==> config.mk <==
export PLATFORM = sky130hd
export DESIGN_NAME = fourphase_regslv
export DESIGN_NICKNAME = d
export VERILOG_FILES = /design/src/rtl/regslv_pkg.sv /design/src/rtl/regslv_sync.sv /design/src/rtl/regslv_hshk.sv /design/src/rtl/regslv_isr.sv /design/src/rtl/fourphase_regslv.sv
export SDC_FILE = /design/constraint.sdc
export NUM_CORES = 1
export LEC_CHECK = 0
export ABC_AREA = 1
export BUFFER_PORTS_ARGS = -buffer_cell sky130_fd_sc_hd__clkbuf_2
export CAP_MARGIN = 10
export CORE_ASPECT_RATIO = 0.5
export CORE_MARGIN = 2
export CORE_UTILIZATION = 45
export DETAILED_ROUTE_END_ITERATION = 8
export PLACE_DENSITY = 0.66
export SKIP_LAST_GASP = 1
export SYNTH_ARGS = -nofsm -noshare
export SYNTH_HDL_FRONTEND = slang
export SYNTH_SLANG_ARGS = --single-unit
==> constraint.sdc <==
create_clock -name clk -period 2.3 [get_ports clk]
set_clock_uncertainty 0.2 [all_clocks]
set_input_delay 0.575 -clock clk [delete_from_list [all_inputs] [get_ports clk]]
set_output_delay 0.575 -clock clk [all_outputs]
set_load 0.05 [all_outputs]
==> src/rtl/regslv_pkg.sv <==
package regslv_pkg;

  localparam int REG_AW = 4;
  localparam int EVT_W  = 2;
  localparam int OVH_W  = 2;

  localparam logic [REG_AW-1:0] A_TX_CTRL = 4'h0;
  localparam logic [REG_AW-1:0] A_RX_CTRL = 4'h1;
  localparam logic [REG_AW-1:0] A_TX_STAT = 4'h2;
  localparam logic [REG_AW-1:0] A_RX_STAT = 4'h3;
  localparam logic [REG_AW-1:0] A_TX_MASK = 4'h4;
  localparam logic [REG_AW-1:0] A_RX_MASK = 4'h5;
  localparam logic [REG_AW-1:0] A_TX_EVT  = 4'h6;
  localparam logic [REG_AW-1:0] A_RX_EVT  = 4'h7;
  localparam logic [REG_AW-1:0] A_TX_OVH  = 4'h8;
  localparam logic [REG_AW-1:0] A_RX_OVH  = 4'h9;
  localparam logic [REG_AW-1:0] A_FILL_HI = 4'hA;
  localparam logic [REG_AW-1:0] A_FILL_LO = 4'hB;

  typedef enum logic {HS_IDLE = 1'b0, HS_HOLD = 1'b1} hs_state_t;

  // Next value of one sticky event bit: a new event wins over a clear.
  function automatic logic evt_bit_next(input logic cur, input logic clr, input logic evt);
    return evt | (cur & ~clr);
  endfunction

  // Any event bit that is set and unmasked.
  function automatic logic evt_pending(input logic [EVT_W-1:0] evts,
                                       input logic [EVT_W-1:0] mask);
    return |(evts & mask);
  endfunction

endpackage

==> src/rtl/regslv_sync.sv <==
module regslv_sync #(
  parameter int STAGES = 2
) (
  input  logic clk,
  input  logic rst_n,
  input  logic d_async,
  output logic q_sync
);
  logic [STAGES-1:0] chain;

  generate
    genvar g;
    for (g = 0; g < STAGES; g++) begin : g_stage
      if (g == 0) begin : g_first
        always_ff @(posedge clk or negedge rst_n) begin
          if (!rst_n) chain[0] <= 1'b0;
          else        chain[0] <= d_async;
        end
      end else begin : g_next
        always_ff @(posedge clk or negedge rst_n) begin
          if (!rst_n) chain[g] <= 1'b0;
          else        chain[g] <= chain[g-1];
        end
      end
    end
  endgenerate

  assign q_sync = chain[STAGES-1];
endmodule

==> src/rtl/regslv_hshk.sv <==
module regslv_hshk
  import regslv_pkg::*;
(
  input  logic clk,
  input  logic rst_n,
  input  logic sel_sync,
  output logic acc_pulse,
  output logic ack
);
  hs_state_t state;

  always_ff @(posedge clk or negedge rst_n) begin
    if (!rst_n) begin
      state <= HS_IDLE;
    end else begin
      unique case (state)
        HS_IDLE: if (sel_sync)  state <= HS_HOLD;
        HS_HOLD: if (!sel_sync) state <= HS_IDLE;
        default: state <= HS_IDLE;
      endcase
    end
  end

  // The access is performed once, on the edge that moves IDLE to HOLD.
  assign acc_pulse = (state == HS_IDLE) && sel_sync;
  assign ack       = (state == HS_HOLD);
endmodule

==> src/rtl/regslv_isr.sv <==
module regslv_isr
  import regslv_pkg::*;
#(
  parameter int W = EVT_W
) (
  input  logic         clk,
  input  logic         rst_n,
  input  logic [W-1:0] evt,
  input  logic         clr,
  output logic [W-1:0] bits
);
  generate
    genvar b;
    for (b = 0; b < W; b++) begin : g_bit
      always_ff @(posedge clk or negedge rst_n) begin
        if (!rst_n) bits[b] <= 1'b0;
        else        bits[b] <= evt_bit_next(bits[b], clr, evt[b]);
      end
    end
  endgenerate
endmodule

==> src/rtl/fourphase_regslv.sv <==
module fourphase_regslv
  import regslv_pkg::*;
#(
  parameter int DATA_W      = 8,
  parameter int SYNC_STAGES = 2,
  parameter int HI_RST      = 24,
  parameter int LO_RST      = 8
) (
  input  logic              clk,
  input  logic              rst_n,
  input  logic              bus_sel,
  input  logic              bus_rd,
  input  logic [REG_AW-1:0] bus_addr,
  input  logic [DATA_W-1:0] bus_wdata,
  output logic [DATA_W-1:0] bus_rdata,
  output logic              bus_ack,
  output logic              irq,
  input  logic              tx_lock_i,
  input  logic              rx_lock_i,
  input  logic [EVT_W-1:0]  tx_evt_i,
  input  logic [EVT_W-1:0]  rx_evt_i,
  input  logic [OVH_W-1:0]  rx_ovh_i,
  output logic              tx_en_o,
  output logic              rx_en_o,
  output logic [OVH_W-1:0]  tx_ovh_o,
  output logic [DATA_W-1:0] fill_hi_o,
  output logic [DATA_W-1:0] fill_lo_o
);
  localparam logic [DATA_W-1:0] HI_INIT = DATA_W'(HI_RST);
  localparam logic [DATA_W-1:0] LO_INIT = DATA_W'(LO_RST);

  // Named internal events, visible to the bound checker.
  logic              sel_sync;
  logic              acc_pulse;
  logic              wr_pulse;
  logic              rd_pulse;
  logic              tx_clr;
  logic              rx_clr;
  logic [EVT_W-1:0]  tx_isr;
  logic [EVT_W-1:0]  rx_isr;
  logic [EVT_W-1:0]  tx_ien;
  logic [EVT_W-1:0]  rx_ien;
  logic              tx_en_q;
  logic              rx_en_q;
  logic [OVH_W-1:0]  tx_ovh_q;
  logic [DATA_W-1:0] hi_q;
  logic [DATA_W-1:0] lo_q;
  logic [DATA_W-1:0] rd_mux;
  logic [DATA_W-1:0] rdata_q;

  regslv_sync #(.STAGES(SYNC_STAGES)) u_sync (
    .clk     (clk),
    .rst_n   (rst_n),
    .d_async (bus_sel),
    .q_sync  (sel_sync)
  );

  regslv_hshk u_hshk (
    .clk       (clk),
    .rst_n     (rst_n),
    .sel_sync  (sel_sync),
    .acc_pulse (acc_pulse),
    .ack       (bus_ack)
  );

  assign wr_pulse = acc_pulse & ~bus_rd;
  assign rd_pulse = acc_pulse &  bus_rd;
  assign tx_clr   = rd_pulse & (bus_addr == A_TX_EVT);
  assign rx_clr   = rd_pulse & (bus_addr == A_RX_EVT);

  regslv_isr #(.W(EVT_W)) u_tx_isr (
    .clk   (clk),
    .rst_n (rst_n),
    .evt   (tx_evt_i),
    .clr   (tx_clr),
    .bits  (tx_isr)
  );

  regslv_isr #(.W(EVT_W)) u_rx_isr (
    .clk   (clk),
    .rst_n (rst_n),
    .evt   (rx_evt_i),
    .clr   (rx_clr),
    .bits  (rx_isr)
  );

  // Writable fields
  always_ff @(posedge clk or negedge rst_n) begin
    if (!rst_n) begin
      tx_en_q  <= 1'b0;
      rx_en_q  <= 1'b0;
      tx_ien   <= '0;
      rx_ien   <= '0;
      tx_ovh_q <= '0;
      hi_q     <= HI_INIT;
      lo_q     <= LO_INIT;
    end else if (wr_pulse) begin
      unique case (bus_addr)
        A_TX_CTRL: tx_en_q  <= bus_wdata[0];
        A_RX_CTRL: rx_en_q  <= bus_wdata[0];
        A_TX_MASK: tx_ien   <= bus_wdata[EVT_W-1:0];
        A_RX_MASK: rx_ien   <= bus_wdata[EVT_W-1:0];
        A_TX_OVH:  tx_ovh_q <= bus_wdata[OVH_W-1:0];
        A_FILL_HI: hi_q     <= bus_wdata;
        A_FILL_LO: lo_q     <= bus_wdata;
        default: ;
      endcase
    end
  end

  // Read selection, with unused bits at zero
  always_comb begin
    rd_mux = '0;
    unique case (bus_addr)
      A_TX_CTRL: rd_mux[0]         = tx_en_q;
      A_RX_CTRL: rd_mux[0]         = rx_en_q;
      A_TX_STAT: rd_mux[0]         = tx_lock_i;
      A_RX_STAT: rd_mux[0]         = rx_lock_i;
      A_TX_MASK: rd_mux[EVT_W-1:0] = tx_ien;
      A_RX_MASK: rd_mux[EVT_W-1:0] = rx_ien;
      A_TX_EVT:  rd_mux[EVT_W-1:0] = tx_isr;
      A_RX_EVT:  rd_mux[EVT_W-1:0] = rx_isr;
      A_TX_OVH:  rd_mux[OVH_W-1:0] = tx_ovh_q;
      A_RX_OVH:  rd_mux[OVH_W-1:0] = rx_ovh_i;
      A_FILL_HI: rd_mux            = hi_q;
      A_FILL_LO: rd_mux            = lo_q;
      default:   rd_mux            = '0;
    endcase
  end

  // Read data is captured once at the access edge and cleared at release.
  always_ff @(posedge clk or negedge rst_n) begin
    if (!rst_n)         rdata_q <= '0;
    else if (rd_pulse)  rdata_q <= rd_mux;
    else if (wr_pulse)  rdata_q <= '0;
    else if (!bus_ack)  rdata_q <= '0;
  end

  assign bus_rdata = bus_ack ? rdata_q : '0;
  assign irq       = evt_pending(tx_isr, tx_ien) | evt_pending(rx_isr, rx_ien);

  assign tx_en_o   = tx_en_q;
  assign rx_en_o   = rx_en_q;
  assign tx_ovh_o  = tx_ovh_q;
  assign fill_hi_o = hi_q;
  assign fill_lo_o = lo_q;
endmodule

==> flow_metrics.tcl, run 1 <==
set metrics [dict create \
    status "finished clean" \
    syn2layout_area_growth_pct 19.3 \
    netlist.area_leader.share 0.451 \
    h-tree-depth 2 \
    cts_resized 0 \
    synth_seq_cells 39 \
    critPathRequiredTime_ns 1.52 \
    hold_viol 0 \
    seq_power_share 0.481 \
    synth_top_flop_cell "dfrtp_1" \
    cts_tree "done" \
    drtAntennaViolNets 0 \
    grt_max_degree 40 \
    seq_area_frac_synth 0.490 \
    grt_overflow 0 \
    synth_nets 249 \
    critical_path_peak_fanout 10 \
    route.detailed.wl_per_inst_um 13.1 \
    die_w_um 98.2 \
    maxCapViolCount 0 \
    rsz0062_at_grt "no" \
    grt_pass1_wl_mm 7.23 \
    whs_ns 0.135 \
    fin_nets 306 \
    cts-root-buf "clkbuf_8" \
    num_rows 17 \
    viasPerCell 5.00 \
    via_count 1679 \
    postSynthCellCount 221 \
    cts_buffer_depth 2 \
    antenna_found_initial 0 \
    hp-class "primary input to async pin" \
    drt-initial-drc-count 85 \
    most-common-layout-cells "53 x clkbuf_2, 51 x nand2_1, 36 x dfrtp_1" \
    r2r_start "u_hshk.ack" \
    path_cells "nand2_1 -> inv_1 -> clkbuf_2" \
    fp.dieH_um 51.1 \
    slew-limit-headroom 0.666 \
    maxClockFrequency_mhz 475 \
    pwr-share-clk 0.271 \
    layout_commonest_cell "clkbuf_2" \
    cp-start-kind "flop" \
    clk_latency_ns 0.29 \
    die-area_mm2 0.00502 \
    place_congestion 0.912 \
    cp_data_arrival_time_ns 1.33 \
    path_clk_slew_ns 0.08 \
    fillers 415 \
    grt_usage 0.186 \
    n_antenna_cell 0 \
    cts-buffers-inserted 5 \
    slowest_delay_ns 0.56 \
    p_switching_mw 0.611 \
    swShare 0.362 \
    timing.rr.end "fill_hi_o[1]" \
    yosys_warnings 0 \
    worst_slew_pin_slew_ns 0.501 \
    syn_area_mm2 0.00200 \
    rrSetupSlack_ns 0.73 \
    cts_setup_buffers 0 \
    synth_edf_count 0 \
    dp_hpwl_mm 3.21 \
    p_total_mw 1.68 \
    synth-async-reset-ratio 1.00 \
    pwr-share-comb 0.248 \
    critPathCaptureType "primary output" \
    min_period_ns 2.11 \
    tns_ns 0 \
    synth_top_area_cell "dfrtp_1" \
    avgSynthCellArea_um2 9.04 \
    maxSlewViolCount 0 \
    hold_buffers 0 \
    internal-power_mw 1.07 \
    peakVddDrop_mv 0.402 \
    wl_mm 4.39 \
    io_buffers 53 \
    synth_area_leaders "dfrtp_1 45%, nand2_1 9.6%, o21ai_2 7.0%, inv_1 5.1%, dfstp_2 3.9%" \
    crit_slowest_cell "dfrtp_1" \
    clock-sinks 39 \
    powerDensity_mw_per_mm2 707 \
    drc_errors 0 \
    critical_path_class "flop to primary output" \
    setup_viol 0 \
    ios 54 \
    fin_crit_sh 0.916 \
    drive_gt1_frac 0.355 \
    netlist-cell-type-count 24 \
    grt_pass1_vias 1522 \
    coreArea_mm2 0.00434 \
    r2r_cells 6 \
    initial_core_util 0.460 \
    power.leakage_nw 1.39 \
    dr.pass1.iters 4 \
]
-- flip-flops by register name, indices dropped and copies added (netlist names) --
signal / flops
rdata_q: 8
u_sync.q_sync: 1
rx_en_o: 1
tx_ien: 2
u_tx_isr.bits: 2
rx_ien: 2
u_sync.chain: 1
u_rx_isr.bits: 2
tx_en_o: 1
fill_hi_o: 8
fill_lo_o: 8
u_hshk.ack: 1
tx_ovh_o: 2
-- how the worst max path moves through the flow --
stage                     start            to  cells past startpoint
floorplan            u_hshk.ack  bus_rdata[0]                      3
global placement    bus_addr[2]  fill_hi_o[6]                      8
detailed placement  bus_addr[2]  fill_lo_o[0]                      8
CTS                  u_hshk.ack  bus_rdata[2]                      3
global route         u_hshk.ack  bus_rdata[2]                      3
finish               u_hshk.ack  bus_rdata[2]                      3
-- layer usage --
metal / share of wire / track usage
met1: 0.46 / 0.259
met3: 0.066 / 0.0520
met2: 0.47 / 0.291
met5: 0 / 0
met4: 0.0057 / 0.0479
-- cells by family (layout without fill, tap and decap cells) --
family                     count (synthesis)  in the layout  synth area share
AOI/OAI and AO/OA                         42             42             0.148
and+or+nand+nor                           98             98             0.246
buffers and inverters                     38             96            0.0902
adders and majority gates                  4              4            0.0250
DFF                                       39             39             0.490
-- per-stage QoR --
stage	util	setup slack [ns]	instances	area, um^2
floorplan	-	0.343	221	2000
global placement	0.529	0.304	328	2300
detailed placement	0.529	0.266	328	2300
CTS	0.549	0.167	336	2380
global route	0.549	0.0788	336	2380
finish	0.549	0.193	336	2380
-- power groups by stage --
stage	Clock [mW]	Sequential, mW	Combinational (mW)
after global routing	0.508	0.819	0.449
after detailed placement	0	0.824	0.421
after floorplan	0	0.980	0.144
after CTS	0.467	0.811	0.423
final	0.456	0.810	0.418
after global placement	0	0.823	0.416
-- area by class of cell --
class                   instances  area (um^2)  share of cell area
flip-flops and latches         39          980               0.411
multi-input cells             144          838               0.352
repair buffers                 56          288               0.121
inverters                      32          120              0.0504
clock buffers                   6         72.6              0.0304
well taps                      57         71.3              0.0299
clock inverters                 2         13.8             0.00577
-- Yosys cell counts (4+ instances only) --
| library cell | instances |
|---|---|
| buf_6 | 4 |
| dfrtp_1 | 36 |
| nand2_1 | 51 |
| nand4_1 | 11 |
| ha_1 | 4 |
| inv_1 | 27 |
| inv_2 | 5 |
| o21ai_0 | 11 |
| nand3_1 | 8 |
| nand2_2 | 5 |
| o21ai_2 | 16 |
| a22oi_1 | 6 |
| o21bai_1 | 4 |
| nor2_1 | 14 |
-- worst max-delay path: cells and delay by family, from the launching register on --
family	cells	cell delay, ns
AND/OR/NAND/NOR	1	0.14
buffers and inverters	2	0.35
flip-flops	1	0.56
Power figures use the tool's default switching activity.
==> run 2, diff against run 1 <==
Settings changed: SETUP_SLACK_MARGIN set to 0.3.
==> flow_metrics.tcl, run 2 (synthesized netlist as in run 1, its figures left out) <==
set metrics [dict create \
    status "finished clean" \
    slew-limit-headroom 0.665 \
    critPathRequiredTime_ns 1.52 \
    min_period_ns 1.98 \
    pwr-share-comb 0.259 \
    internal-power_mw 1.09 \
    pwr-share-clk 0.267 \
    setup_viol 0 \
    fp.dieH_um 51.1 \
    layout_commonest_cell "nand2_1" \
    cp_data_arrival_time_ns 1.21 \
    whs_ns 0.128 \
    swShare 0.362 \
    antenna_found_initial 0 \
    maxSlewViolCount 0 \
    route.detailed.wl_per_inst_um 13.3 \
    rsz0062_at_grt "yes" \
    placed_area_mm2 0.00230 \
    critical_path_peak_fanout 5 \
    seq_power_share 0.474 \
    cts-buffers-inserted 5 \
    critPathCaptureType "primary output" \
    dr.pass1.iters 4 \
    regArea_um2 981 \
    grt_overflow 0 \
    path_cells "clkbuf_4 -> nand2_1 -> inv_1 -> buf_4" \
    dp_hpwl_mm 3.21 \
    num_rows 17 \
    cts_tree "done" \
    grt_pass1_vias 1522 \
    fillers 410 \
    io_buffers 53 \
    hold_viol 0 \
    initial_core_util 0.460 \
    most-common-layout-cells "51 x nand2_1, 46 x clkbuf_2, 35 x dfrtp_1" \
    h-tree-depth 2 \
    multiInputGateArea_um2 845 \
    maxClockFrequency_mhz 505 \
    coreArea_mm2 0.00434 \
    ios 54 \
    tns_ns 0 \
    maxCapViolCount 0 \
    path_buf_inv 3 \
    powerDensity_mw_per_mm2 696 \
    die_w_um 98.2 \
    p_switching_mw 0.618 \
    n_antenna_cell 0 \
    cp-start-kind "flop" \
    place_congestion 0.912 \
    drtAntennaViolNets 0 \
    clock-sinks 39 \
    cts-root-buf "clkbuf_8" \
    fin_crit_sh 0.862 \
    design_area_mm2 0.00245 \
    viasPerCell 4.97 \
    slowest_delay_ns 0.42 \
    critical_path_class "flop to primary output" \
    hp-class "primary input to async pin" \
    via_count 1700 \
    peakVddDrop_mv 0.400 \
    syn2layout_area_growth_pct 22.8 \
    drt-initial-drc-count 103 \
    drc_errors 0 \
    drive_gt1_frac 0.386 \
    critPathTopFamily "flip-flops" \
    grt_pass1_wl_mm 7.25 \
    grt_max_degree 40 \
    power.leakage_nw 1.43 \
    worst_slew_pin_slew_ns 0.502 \
    die-area_mm2 0.00502 \
    crit_slowest_cell "dfrtp_2" \
    fin_nets 312 \
    cts_buffer_depth 2 \
    clk_latency_ns 0.29 \
    grt_usage 0.187 \
    wl_mm 4.53 \
    path_clk_slew_ns 0.08 \
]
-- run 2: worst reg2reg max path, cell delays in order, from the launching register on --
cell      delay (ns)
dfrtp_2         0.42
clkbuf_4        0.18
inv_2           0.07
nand3b_2        0.14
inv_2           0.16
nand2_4         0.17
nand2_1         0.12
o21ai_2         0.05
-- run 2: layout make-up --
cell class / count / area share
flip-flops and latches: 39 / 0.400
clock buffers: 6 / 0.0296
repair buffers: 62 / 0.143
well taps: 57 / 0.0291
inverters: 32 / 0.0490
multi-input cells: 144 / 0.344
clock inverters: 2 / 0.00561
-- run 2: power by group through the flow --
| stage | sequential (mW) | combinational (mW) | clock (mW) |
|---|---|---|---|
| final | 0.809 | 0.443 | 0.456 |
| after global routing | 0.817 | 0.474 | 0.510 |
| after detailed placement | 0.824 | 0.421 | 0 |
| after floorplan | 0.980 | 0.144 | 0 |
| after CTS | 0.811 | 0.426 | 0.467 |
| after global placement | 0.823 | 0.416 | 0 |
-- run 2: final timing paths --
check | start | to | slack [ns] | cells past startpoint
worst max-delay path | u_hshk.ack | bus_rdata[2] | 0.32 | 4
worst min-delay path | rst_n | fill_hi_o[2] | 0.13 | 2
worst max register to register | u_hshk.ack | fill_lo_o[0] | 0.69 | 7
worst min register to register | u_sync.chain[0] | u_sync.q_sync | 0.16 | 0
max in group asynchronous | rst_n | u_hshk.ack | 1.39 | 2
min in group clk | u_sync.chain[0] | u_sync.q_sync | 0.16 | 0
-- run 2: stage by stage --
| stage | utilization | worst slack [ns] | power, mW | cells |
|---|---|---|---|---|
| finish | 0.565 | 0.318 | 1.71 | 342 |
| global placement | 0.529 | 0.304 | 1.24 | 328 |
| detailed placement | 0.529 | 0.266 | 1.25 | 328 |
| global route | 0.565 | 0.258 | 1.80 | 342 |
| floorplan | - | 0.343 | 1.12 | 221 |
| CTS | 0.552 | 0.306 | 1.70 | 336 |
-- run 2: timing repair --
action,CTS,global route
pin swaps,0,1
gates resized for setup,4,15
hold buffers,0,0
buffers inserted,0,6
endpoints found under the setup margin,9,9
-- run 2: metal layers --
layer	up-vias	track usage	part of all wire
met3	4	0.0520	0.063
met5	-	0	0
met1	799	0.260	0.45
li1	853	-	-
met2	44	0.291	0.48
met4	0	0.0479	0.0055
==> run 3, diff against run 2 <==
Settings changed: CELL_PAD_IN_SITES_DETAIL_PLACEMENT set to 1, CELL_PAD_IN_SITES_GLOBAL_PLACEMENT set to 1, CORE_UTILIZATION 45 to 41, PLACE_DENSITY 0.66 to 0.79.
==> flow_metrics.tcl, run 3 (synthesized netlist as in run 1, its figures left out) <==
set metrics [dict create \
    status "finished clean" \
    fin_nets 312 \
    route.detailed.wl_per_inst_um 15.8 \
    drt-initial-drc-count 56 \
    cts_tree "done" \
    n_antenna_cell 0 \
    slew-limit-headroom 0.652 \
    fillers 570 \
    drive_gt1_frac 0.389 \
    viasPerCell 5.05 \
    antenna_found_initial 0 \
    powerDensity_mw_per_mm2 751 \
    multiInputGateArea_um2 845 \
    syn2layout_area_growth_pct 25.5 \
    pwr-share-comb 0.239 \
    maxSlewViolCount 0 \
    regArea_um2 981 \
    critPathTopFamily "flip-flops" \
    most-common-layout-cells "51 x nand2_1, 44 x clkbuf_2, 35 x dfrtp_1" \
    worst_slew_pin_slew_ns 0.522 \
    clock-sinks 39 \
    seq_power_share 0.429 \
    cp_data_arrival_time_ns 1.26 \
    whs_ns 0.133 \
    num_rows 17 \
    peakVddDrop_mv 0.351 \
    via_count 1774 \
    min_period_ns 2.04 \
    pwr-share-clk 0.332 \
    grt_pass1_wl_mm 8.63 \
    r2r_cells 7 \
    coreArea_mm2 0.00453 \
    drtAntennaViolNets 0 \
    drc_errors 0 \
    pre_cts_slack_ns 0.215 \
    placed_cells 337 \
    slowest_delay_ns 0.39 \
    p_switching_mw 0.654 \
    maxClockFrequency_mhz 491 \
    final_cells 351 \
    hp-class "primary input to async pin" \
    fin_crit_sh 0.886 \
    path_clk_slew_ns 0.08 \
    power.leakage_nw 1.44 \
    cts-root-buf "clkbuf_8" \
    maxCapViolCount 0 \
    r2r_start "u_hshk.ack" \
    wl_mm 5.54 \
    h-tree-depth 2 \
    grt_max_degree 40 \
    critPathRequiredTime_ns 1.52 \
    grt_pass1_vias 1849 \
    swShare 0.347 \
    hold_buffers 0 \
    fin_ws_ns 0.263 \
    die_w_um 103 \
    rrSetupSlack_ns 0.63 \
    startpoint "rx_ien[1]" \
    layout_commonest_cell "nand2_1" \
    clk_latency_ns 0.30 \
    grt_overflow 0 \
    path_buf_inv 2 \
    cts_buffer_depth 2 \
    grt_usage 0.212 \
    fp.dieH_um 53.4 \
    internal-power_mw 1.23 \
    hold_viol 0 \
    die-area_mm2 0.00548 \
    place_congestion 0.796 \
    timing.rr.end "fill_lo_o[0]" \
    io_buffers 53 \
    critical_path_class "flop to primary output" \
    critPathCaptureType "primary output" \
    path_cells "inv_1 -> o22ai_2 -> a21oi_1 -> nand2_1 -> buf_8" \
    dr.pass1.iters 4 \
    rsz0062_at_grt "yes" \
    cts-buffers-inserted 5 \
    setup_viol 0 \
    dp_hpwl_mm 4.00 \
    initial_core_util 0.441 \
    critical_path_peak_fanout 2 \
    tns_ns 0 \
    crit_slowest_cell "dfrtp_1" \
    cp-start-kind "flop" \
    ios 54 \
]
## run 3: worst max path at each step
stage | end | cells after the start
CTS | bus_rdata[1] | 3
detailed placement | fill_lo_o[0] | 8
global placement | fill_hi_o[6] | 8
floorplan | bus_rdata[0] | 3
finish | irq | 5
global route | irq | 5
## run 3: timing repair
item                                    in CTS  in global routing
pin swaps                                    0                  1
setup buffers                                3                  3
resized for setup                            9                 12
endpoints found under the setup margin      10                  9
## run 3: final cells by class
cell class	instances	area share
sequential	39	0.391
multi-input combinational	144	0.337
timing repair buffer	62	0.143
inverter	32	0.0479
clock buffer	6	0.0329
tap	66	0.0329
clock inverter	2	0.0155
## run 3: per-layer routing
metal,up-vias,global-route usage,share of wire
li1,845,-,-
met1,885,0.270,0.46
met2,38,0.375,0.49
met3,6,0.0410,0.034
met4,0,0.0533,0.0096
met5,-,0,0
## run 3: worst reg2reg max path, stage by stage (launching register included)
cell and delay (ns):
dfrtp_2 0.41, buf_2 0.16, inv_2 0.07, nand3b_2 0.17
inv_2 0.18, nand2_4 0.17, nand2_1 0.13, o21ai_2 0.06
## run 3: stage by stage
step / power, mW / util / instance area (um^2)
after floorplan: 1.12 / - / 2000
after global placement: 1.24 / 0.510 / 2310
after detailed placement: 1.26 / 0.510 / 2310
after CTS: 1.89 / 0.546 / 2470
after global routing: 1.95 / 0.554 / 2510
final: 1.88 / 0.554 / 2510
## run 3: power groups by stage
stage	combinational (mW)	clock, mW	sequential (mW)
3_5_place_dp	0.431	0	0.824
2_1_floorplan	0.144	0	0.980
5_1_grt	0.482	0.655	0.818
6_report	0.450	0.625	0.808
3_3_place_gp	0.419	0	0.824
4_1_cts	0.442	0.634	0.810
